[src/rtl/sif_pkg.sv]
package sif_pkg;

    localparam int NCH        = 3;
    localparam int DW         = 8;
    localparam int AW         = 4;
    localparam int NREG       = 11;
    localparam int HDR_BITS   = 8;
    localparam int FRAME_BITS = HDR_BITS + DW;
    localparam int CNT_MAX    = FRAME_BITS + 1;
    localparam int CNT_W      = $clog2(CNT_MAX + 1);
    localparam int OFS_W      = 6;
    localparam int LED_W      = 3;

    typedef enum logic [2:0] {
        ST_IDLE,
        ST_HDR,
        ST_WDATA,
        ST_HOLD,
        ST_RDATA,
        ST_VOID
    } sif_state_e;

    // Defined bits of each register; all other bits are stored as 0.
    function automatic logic [DW-1:0] reg_mask(input logic [AW-1:0] a);
        logic [DW-1:0] m;
        case (a)
            4'h0:                m = 8'hF7;
            4'h1, 4'h2, 4'h3:    m = 8'h3F;
            4'h4, 4'h5, 4'h6:    m = 8'hFF;
            4'h7:                m = 8'h35;
            4'h8, 4'h9, 4'hA:    m = 8'h07;
            default:             m = 8'h00;
        endcase
        return m;
    endfunction

endpackage

[src/rtl/sif_sync.sv]
module sif_sync #(
    parameter int          STAGES  = 2,
    parameter int          W       = 3,
    parameter logic [W-1:0] RST_VAL = '0
) (
    input  logic         clk,
    input  logic         rst_n,
    input  logic [W-1:0] din,
    output logic [W-1:0] lvl
);

    for (genvar b = 0; b < W; b++) begin : g_bit
        logic [STAGES-1:0] chain;

        always_ff @(posedge clk or negedge rst_n) begin
            if (!rst_n) begin
                chain <= {STAGES{RST_VAL[b]}};
            end else begin
                chain <= {chain[STAGES-2:0], din[b]};
            end
        end

        assign lvl[b] = chain[STAGES-1];
    end

endmodule

[src/rtl/sif_frame.sv]
module sif_frame
    import sif_pkg::*;
(
    input  logic          clk,
    input  logic          rst_n,
    input  logic          cs_lvl,
    input  logic          sck_lvl,
    input  logic          sdi_lvl,
    input  logic [DW-1:0] rd_data,
    output logic [AW-1:0] addr,
    output logic          wr_en,
    output logic [DW-1:0] wr_data,
    output logic          sdo,
    output logic          sdo_oe
);

    sif_state_e       state, state_nx;
    logic             cs_q, sck_q;
    logic             cs_rise, sck_rise, sck_fall;
    logic [CNT_W-1:0] bit_cnt;
    logic [DW-1:0]    hdr_sh;
    logic [DW-1:0]    dat_sh;
    logic [DW-1:0]    rd_sh;
    logic             rd_live;
    logic             hdr_last;

    assign cs_rise  = cs_lvl & ~cs_q;
    assign sck_rise = sck_lvl & ~sck_q;
    assign sck_fall = ~sck_lvl & sck_q;
    assign hdr_last = sck_rise && (bit_cnt == CNT_W'(HDR_BITS - 1));

    always_ff @(posedge clk or negedge rst_n) begin
        if (!rst_n) begin
            cs_q  <= 1'b1;
            sck_q <= 1'b0;
        end else begin
            cs_q  <= cs_lvl;
            sck_q <= sck_lvl;
        end
    end

    // State register
    always_ff @(posedge clk or negedge rst_n) begin
        if (!rst_n) begin
            state <= ST_IDLE;
        end else begin
            state <= state_nx;
        end
    end

    // Next-state logic
    always_comb begin
        state_nx = state;
        if (cs_lvl) begin
            state_nx = ST_IDLE;
        end else begin
            unique case (state)
                ST_IDLE:  state_nx = ST_HDR;
                ST_HDR: begin
                    if (hdr_last) begin
                        if (hdr_sh[5:3] != 3'b000) begin
                            state_nx = ST_VOID;
                        end else if (hdr_sh[6]) begin
                            state_nx = ST_RDATA;
                        end else begin
                            state_nx = ST_WDATA;
                        end
                    end
                end
                ST_WDATA: begin
                    if (sck_rise && bit_cnt == CNT_W'(FRAME_BITS - 1)) begin
                        state_nx = ST_HOLD;
                    end
                end
                ST_HOLD:  state_nx = ST_HOLD;
                ST_RDATA: state_nx = ST_RDATA;
                ST_VOID:  state_nx = ST_VOID;
                default:  state_nx = ST_IDLE;
            endcase
        end
    end

    // Frame datapath: counter, shifters, read serializer
    always_ff @(posedge clk or negedge rst_n) begin
        if (!rst_n) begin
            bit_cnt <= '0;
            hdr_sh  <= '0;
            dat_sh  <= '0;
            rd_sh   <= '0;
            rd_live <= 1'b0;
        end else if (cs_lvl) begin
            bit_cnt <= '0;
            hdr_sh  <= '0;
            dat_sh  <= '0;
            rd_sh   <= '0;
            rd_live <= 1'b0;
        end else begin
            if (sck_rise) begin
                if (bit_cnt < CNT_W'(HDR_BITS)) begin
                    hdr_sh <= {hdr_sh[DW-2:0], sdi_lvl};
                end else if (bit_cnt < CNT_W'(FRAME_BITS)) begin
                    dat_sh <= {dat_sh[DW-2:0], sdi_lvl};
                end
                if (bit_cnt != CNT_W'(CNT_MAX)) begin
                    bit_cnt <= bit_cnt + 1'b1;
                end
            end
            if (sck_fall && state == ST_RDATA) begin
                if (!rd_live) begin
                    rd_sh   <= rd_data;
                    rd_live <= 1'b1;
                end else begin
                    rd_sh <= {rd_sh[DW-2:0], 1'b0};
                end
            end
        end
    end

    // Outputs
    always_comb begin
        addr    = hdr_sh[AW-1:0];
        wr_data = dat_sh;
        wr_en   = cs_rise && (state == ST_HOLD) && !hdr_sh[DW-1];
        sdo_oe  = (state == ST_RDATA) && rd_live;
        sdo     = sdo_oe & rd_sh[DW-1];
    end


    commit_after_sixteen_chk: assert property (@(posedge clk) disable iff (!rst_n)
        wr_en |-> (bit_cnt >= CNT_W'(FRAME_BITS)));


    extra_edges_ignored_chk: assert property (@(posedge clk) disable iff (!rst_n)
        (sck_rise && !cs_lvl && bit_cnt >= CNT_W'(FRAME_BITS)) |=> ($stable(hdr_sh) && $stable(dat_sh)));


    drive_start_chk: assert property (@(posedge clk) disable iff (!rst_n)
        $rose(sdo_oe) |-> ($past(sck_fall) && bit_cnt == CNT_W'(HDR_BITS)));


    oe_release_chk: assert property (@(posedge clk) disable iff (!rst_n)
        cs_lvl |=> !sdo_oe);

endmodule

[src/rtl/sif_regfile.sv]
module sif_regfile
    import sif_pkg::*;
(
    input  logic                 clk,
    input  logic                 rst_n,
    input  logic                 wr_en,
    input  logic [AW-1:0]        addr,
    input  logic [DW-1:0]        wr_data,
    output logic [DW-1:0]        rd_data,
    output logic                 pwr_en,
    output logic [NCH-1:0]       sh_boost,
    output logic                 vref_internal,
    output logic                 vref_high,
    output logic                 one_channel,
    output logic [NCH*OFS_W-1:0] ofs_code,
    output logic [NCH*DW-1:0]    dgain_code,
    output logic                 cascade_en,
    output logic                 cascade_id,
    output logic                 weak_drive,
    output logic                 gray_en,
    output logic [NCH*LED_W-1:0] led_level
);

    localparam int OFS_BASE  = 1;
    localparam int GAIN_BASE = OFS_BASE + NCH;
    localparam int CTL2_ADDR = GAIN_BASE + NCH;
    localparam int LED_BASE  = CTL2_ADDR + 1;

    logic [DW-1:0]      regs [NREG];
    logic [NREG*DW-1:0] reg_flat;
    logic [NREG*DW-1:0] def_flat;

    for (genvar i = 0; i < NREG; i++) begin : g_reg
        always_ff @(posedge clk or negedge rst_n) begin
            if (!rst_n) begin
                regs[i] <= '0;
            end else if (wr_en && addr == AW'(i)) begin
                regs[i] <= wr_data & reg_mask(AW'(i));
            end
        end
        assign reg_flat[i*DW +: DW] = regs[i];
        assign def_flat[i*DW +: DW] = reg_mask(AW'(i));
    end

    always_comb begin
        rd_data = '0;
        for (int i = 0; i < NREG; i++) begin
            if (addr == AW'(i)) begin
                rd_data = regs[i];
            end
        end
    end

    assign pwr_en        = regs[0][7];
    assign vref_internal = regs[0][2];
    assign vref_high     = regs[0][1];
    assign one_channel   = regs[0][0];
    assign cascade_en    = regs[CTL2_ADDR][5];
    assign cascade_id    = regs[CTL2_ADDR][4];
    assign weak_drive    = regs[CTL2_ADDR][2];
    assign gray_en       = regs[CTL2_ADDR][0];

    for (genvar c = 0; c < NCH; c++) begin : g_ch
        assign sh_boost[c]                = regs[0][6-c];
        assign ofs_code[c*OFS_W +: OFS_W] = regs[OFS_BASE + c][OFS_W-1:0];
        assign dgain_code[c*DW +: DW]     = regs[GAIN_BASE + c];
        assign led_level[c*LED_W +: LED_W] = regs[LED_BASE + c][LED_W-1:0];
    end


    oob_write_chk: assert property (@(posedge clk) disable iff (!rst_n)
        (wr_en && addr >= AW'(NREG)) |=> $stable(reg_flat));


    undefined_zero_chk: assert property (@(posedge clk) disable iff (!rst_n)
        (reg_flat & ~def_flat) == '0);

endmodule

[src/rtl/ctl_serial_regs.sv]
module ctl_serial_regs
    import sif_pkg::*;
#(
    parameter int SYNC_STAGES = 2
) (
    input  logic                 clk,
    input  logic                 rst_n,
    input  logic                 sif_cs_n,
    input  logic                 sif_sck,
    input  logic                 sif_sdi,
    output logic                 sif_sdo,
    output logic                 sif_sdo_oe,
    output logic                 pwr_en,
    output logic [NCH-1:0]       sh_boost,
    output logic                 vref_internal,
    output logic                 vref_high,
    output logic                 one_channel,
    output logic [NCH*OFS_W-1:0] ofs_code,
    output logic [NCH*DW-1:0]    dgain_code,
    output logic                 cascade_en,
    output logic                 cascade_id,
    output logic                 weak_drive,
    output logic                 gray_en,
    output logic [NCH*LED_W-1:0] led_level
);

    logic [2:0]    pin_lvl;
    logic [AW-1:0] addr;
    logic          wr_en;
    logic [DW-1:0] wr_data;
    logic [DW-1:0] rd_data;

    sif_sync #(
        .STAGES  (SYNC_STAGES),
        .W       (3),
        .RST_VAL (3'b001)
    ) u_sync (
        .clk   (clk),
        .rst_n (rst_n),
        .din   ({sif_sdi, sif_sck, sif_cs_n}),
        .lvl   (pin_lvl)
    );

    sif_frame u_frame (
        .clk     (clk),
        .rst_n   (rst_n),
        .cs_lvl  (pin_lvl[0]),
        .sck_lvl (pin_lvl[1]),
        .sdi_lvl (pin_lvl[2]),
        .rd_data (rd_data),
        .addr    (addr),
        .wr_en   (wr_en),
        .wr_data (wr_data),
        .sdo     (sif_sdo),
        .sdo_oe  (sif_sdo_oe)
    );

    sif_regfile u_regs (
        .clk           (clk),
        .rst_n         (rst_n),
        .wr_en         (wr_en),
        .addr          (addr),
        .wr_data       (wr_data),
        .rd_data       (rd_data),
        .pwr_en        (pwr_en),
        .sh_boost      (sh_boost),
        .vref_internal (vref_internal),
        .vref_high     (vref_high),
        .one_channel   (one_channel),
        .ofs_code      (ofs_code),
        .dgain_code    (dgain_code),
        .cascade_en    (cascade_en),
        .cascade_id    (cascade_id),
        .weak_drive    (weak_drive),
        .gray_en       (gray_en),
        .led_level     (led_level)
    );

endmodule

[config.mk]
export PLATFORM = sky130hd
export DESIGN_NAME = ctl_serial_regs
export DESIGN_NICKNAME = d
export VERILOG_FILES = /design/src/rtl/sif_pkg.sv /design/src/rtl/sif_sync.sv /design/src/rtl/sif_frame.sv /design/src/rtl/sif_regfile.sv /design/src/rtl/ctl_serial_regs.sv
export SDC_FILE = /design/constraint.sdc
export NUM_CORES = 1
export LEC_CHECK = 0
export CAP_MARGIN = 30
export CORE_MARGIN = 2
export CORE_UTILIZATION = 45
export CTS_CLUSTER_DIAMETER = 200
export DETAILED_ROUTE_END_ITERATION = 8
export DONT_BUFFER_PORTS = 1
export GPL_ROUTABILITY_DRIVEN = 0
export PLACE_DENSITY = 0.7
export SLEW_MARGIN = 10
export SYNTH_ARGS = -nofsm -noshare
export SYNTH_HDL_FRONTEND = slang
export SYNTH_SLANG_ARGS = --single-unit
[constraint.sdc]
create_clock -name clk -period 2.2 [get_ports clk]
set_input_delay 0.33 -clock clk [delete_from_list [all_inputs] [get_ports clk]]
set_output_delay 0.33 -clock clk [all_outputs]
set_load 0.01 [all_outputs]
==> metrics <==
initial antenna violation count=0; crit path cell chain=nand4b_1, or3_1, nor3_2, nand3_1, mux2_2; failing checks=hold timing; outcome=finished, violations left; All-Layer GR Usage=0.217; FF-to-FF setup slack=0.16 ns; fin nets=423; Clock Sinks=between 100 and 150; largest net degree at the start of global routing=104; Synth top cells by count=dfrtp_1 (100), mux2_2 (67), nand2_1 (34), nor2_1 (26), a21oi_1 (23); Mapped Nets=414; max-slew violation count=0; chip height=between 100 and 150 um; drt drc=0; most common cell in the synthesized netlist=dfrtp_1; dominant cells by area after synthesis=dfrtp_1 (53%), mux2_2 (16%), mux2i_1 (3.0%); Post-Route WL=approximately 12 mm; H-tree depth=3; Sequential Area=~2600 um2; Syn Area/Cell=around 12 um2; post-synthesis xor/xnor area fraction=0; total gr overflow=0; average wire per standard cell=20.7 um; worst min path class=in2async; ys flop type=dfrtp_1; Worst VDD drop=~0.32 mV; routed via count=between 3,000 and 4,000; Starting Density=0.461; Compound-Gate Fraction of Synth Area=0.0964; drt pass-1 iters=4; Multi-input gate area=about 2000 um2; die span in x=107 um; share of cells above drive strength 1=0.276; die area=11,400 um2; Crit path required time=2.46 ns; reg2reg path depth=5; Setup CP Type=reg2reg; MaxCap Viol Count=0; EDFF count, synth=0; pwr dens=648 nW/um2; Area growth syn-to-layout=10.5%; WHS=-0.355 ns; PnR worst setup slack=approximately 0.16 ns; Ports=69; main combinational cell family by area after synthesis=multiplexers; Yosys reg bits=103; RSZ-0062 raised after global routing=false; Synth top area share=0.528; peak per-stage delay on the critical path=between 0.5 and 0.6 ns; synth unique cells=49; Worst-path clk slew=0.10 ns; Worst path slowest cell=dfstp_2; HPWL Detailed=7.95 mm; DR iter-0 viols=247; Synth Warn #=0; critical path capture point type=flip-flop; startpoint types=flip-flop; Antenna Violating Nets Remaining=0; Setup Skew=roughly 0.012 ns; cts hold-fix bufs=3; mean number of vias per cell=slightly below 6; Simple-Gate Fraction of Synth Area=0.113; buffers added on ports=0; Min Clock Period, post-route=2.04 ns; Final Hold Violating Endpoints=between 100 and 150; Slew @ Worst Pin=roughly 0.63 ns; Filler Cell Count=951; Post-Syn Instances=406; Post-CTS Setup Bufs=0; launch point of the worst path=u_sync.g_bit[0].chain[1]; Async SR Flop Fraction=1.00; CP max FO=6; worst skew pair latency=about 0.37 ns; n_diodes=0; max frequency=approximately 500 MHz; FF-to-FF End=u_regs.ofs_code[16]; Worst setup endpoint=u_regs.ofs_code[16]; # setup viols final=0; total core area=between 10,000 and 15,000 um2; cell taking the most area after synthesis=dfrtp_1; buffer depth of the longest clock path=2; first-pass GRT wire length=18.9 mm; CTS buffer count=9; portion of netlist area occupied by mux cells=0.208; Reg2Reg Launch Point=u_sync.g_bit[0].chain[1]; Synth Area in Adders=0.00792; number of global-route vias before repair=between 3,000 and 4,000; Arrival @ worst endpoint=about 2.3 ns; num rows=37; CTS root buf=clkbuf_8; synthesized cell area=4740 um2; Setup Slack @ Placement=0.191 ns; setup TNS=0 ns; total power=0.00339 W; CTS tree=yes; leakage=around 2.4 nW; fin crit share=0.928; sequential share of the synthesized area=0.545; Rel. slew slack=0.581
## metrics by stage
step / std cells / util / instance area, um2
global route: 556 / 0.509 / 5240
detailed placement: 537 / 0.484 / 4980
global placement: 537 / 0.484 / 4980
floorplan: 406 / - / 4740
CTS: 556 / 0.509 / 5230
finish: 556 / 0.509 / 5240
## final cells by class
type | count | share of cell area
sequential | 103 | 0.493
multi-input combinational | 268 | 0.385
timing repair buffer | 22 | 0.0378
tap | 136 | 0.0325
clock buffer | 10 | 0.0263
clock inverter | 6 | 0.0172
inverter | 11 | 0.00789
## flip-flops by register name, summed over array words and instances (netlist names), 3 cells and up
| register | count |
|---|---|
| u_frame.state | 3 |
| u_frame.hdr_sh | 8 |
| u_regs.ofs_code | 18 |
| u_regs.dgain_code | 24 |
| u_frame.rd_sh | 8 |
| u_frame.wr_data | 8 |
| u_regs.sh_boost | 3 |
| u_regs.led_level | 9 |
| u_frame.bit_cnt | 5 |
| u_sync.g_bit.chain | 6 |
## cells in the final DEF, fill, tap and decap left out, drive strengths merged, types with 3 or more instances in the layout
cell / count
a21oi: 23
a221oi: 4
a22oi: 4
and3: 5
buf: 19
clkbuf: 10
dfrtp: 100
dfstp: 3
dlygate4sd3: 3
ha: 3
inv: 13
mux2: 67
mux2i: 14
mux4: 4
nand2: 34
nand2b: 7
nand3: 5
nor2: 29
nor2b: 5
nor3: 10
o21ai: 10
o22ai: 8
o31ai: 3
o32ai: 3
or3: 4
## routing by layer
layer / wire length [um] / vias to the layer above / GRT usage
met3: 873 / 12 / 0.0657
met5: 0 / - / 0
met2: 5530 / 108 / 0.342
li1: - / 1481 / -
met1: 4950 / 1692 / 0.296
met4: 155 / 0 / 0.0492
## how the worst min path moves through the flow
| stage | start | endpoint | slack (ns) | cells after the start |
|---|---|---|---|---|
| after floorplan | rst_n | u_frame.bit_cnt[0] | 0.03 | 0 |
| after global placement | rst_n | u_regs.ofs_code[10] | 0.04 | 0 |
| after detailed placement | rst_n | u_regs.ofs_code[10] | 0.04 | 0 |
| after CTS | rst_n | u_regs.weak_drive | -0.37 | 0 |
| after global routing | rst_n | u_regs.ofs_code[3] | -0.39 | 0 |
| final | rst_n | u_regs.weak_drive | -0.35 | 0 |
## power breakdown
| group | switching, W | internal, W |
|---|---|---|
| Sequential | 0.0000232 | 0.00191 |
| Combinational | 0.0000683 | 0.0000459 |
| Clock | 0.000664 | 0.000678 |
| Total | 0.000755 | 0.00264 |
## kinds of logic after synthesis
| kind of cell | count (synthesis) |
|---|---|
| flops | 103 |
| buf+inv | 35 |
| fa+ha+maj | 3 |
| mux | 85 |
| compound gates | 70 |
| simple gates | 110 |
## critical path, delay by kind of cell (launching register included)
| kind | cells | cell delay, ns |
|---|---|---|
| multiplexers | 1 | 0.37 |
| flip-flops | 1 | 0.54 |
| AND/OR/NAND/NOR | 4 | 1.03 |
## what timing repair did
item | CTS | global route
resized for setup | 0 | 2
hold endpoints to repair | 106 | 103
setup endpoints to repair | 0 | 1
(Power assumes the default switching activity.)
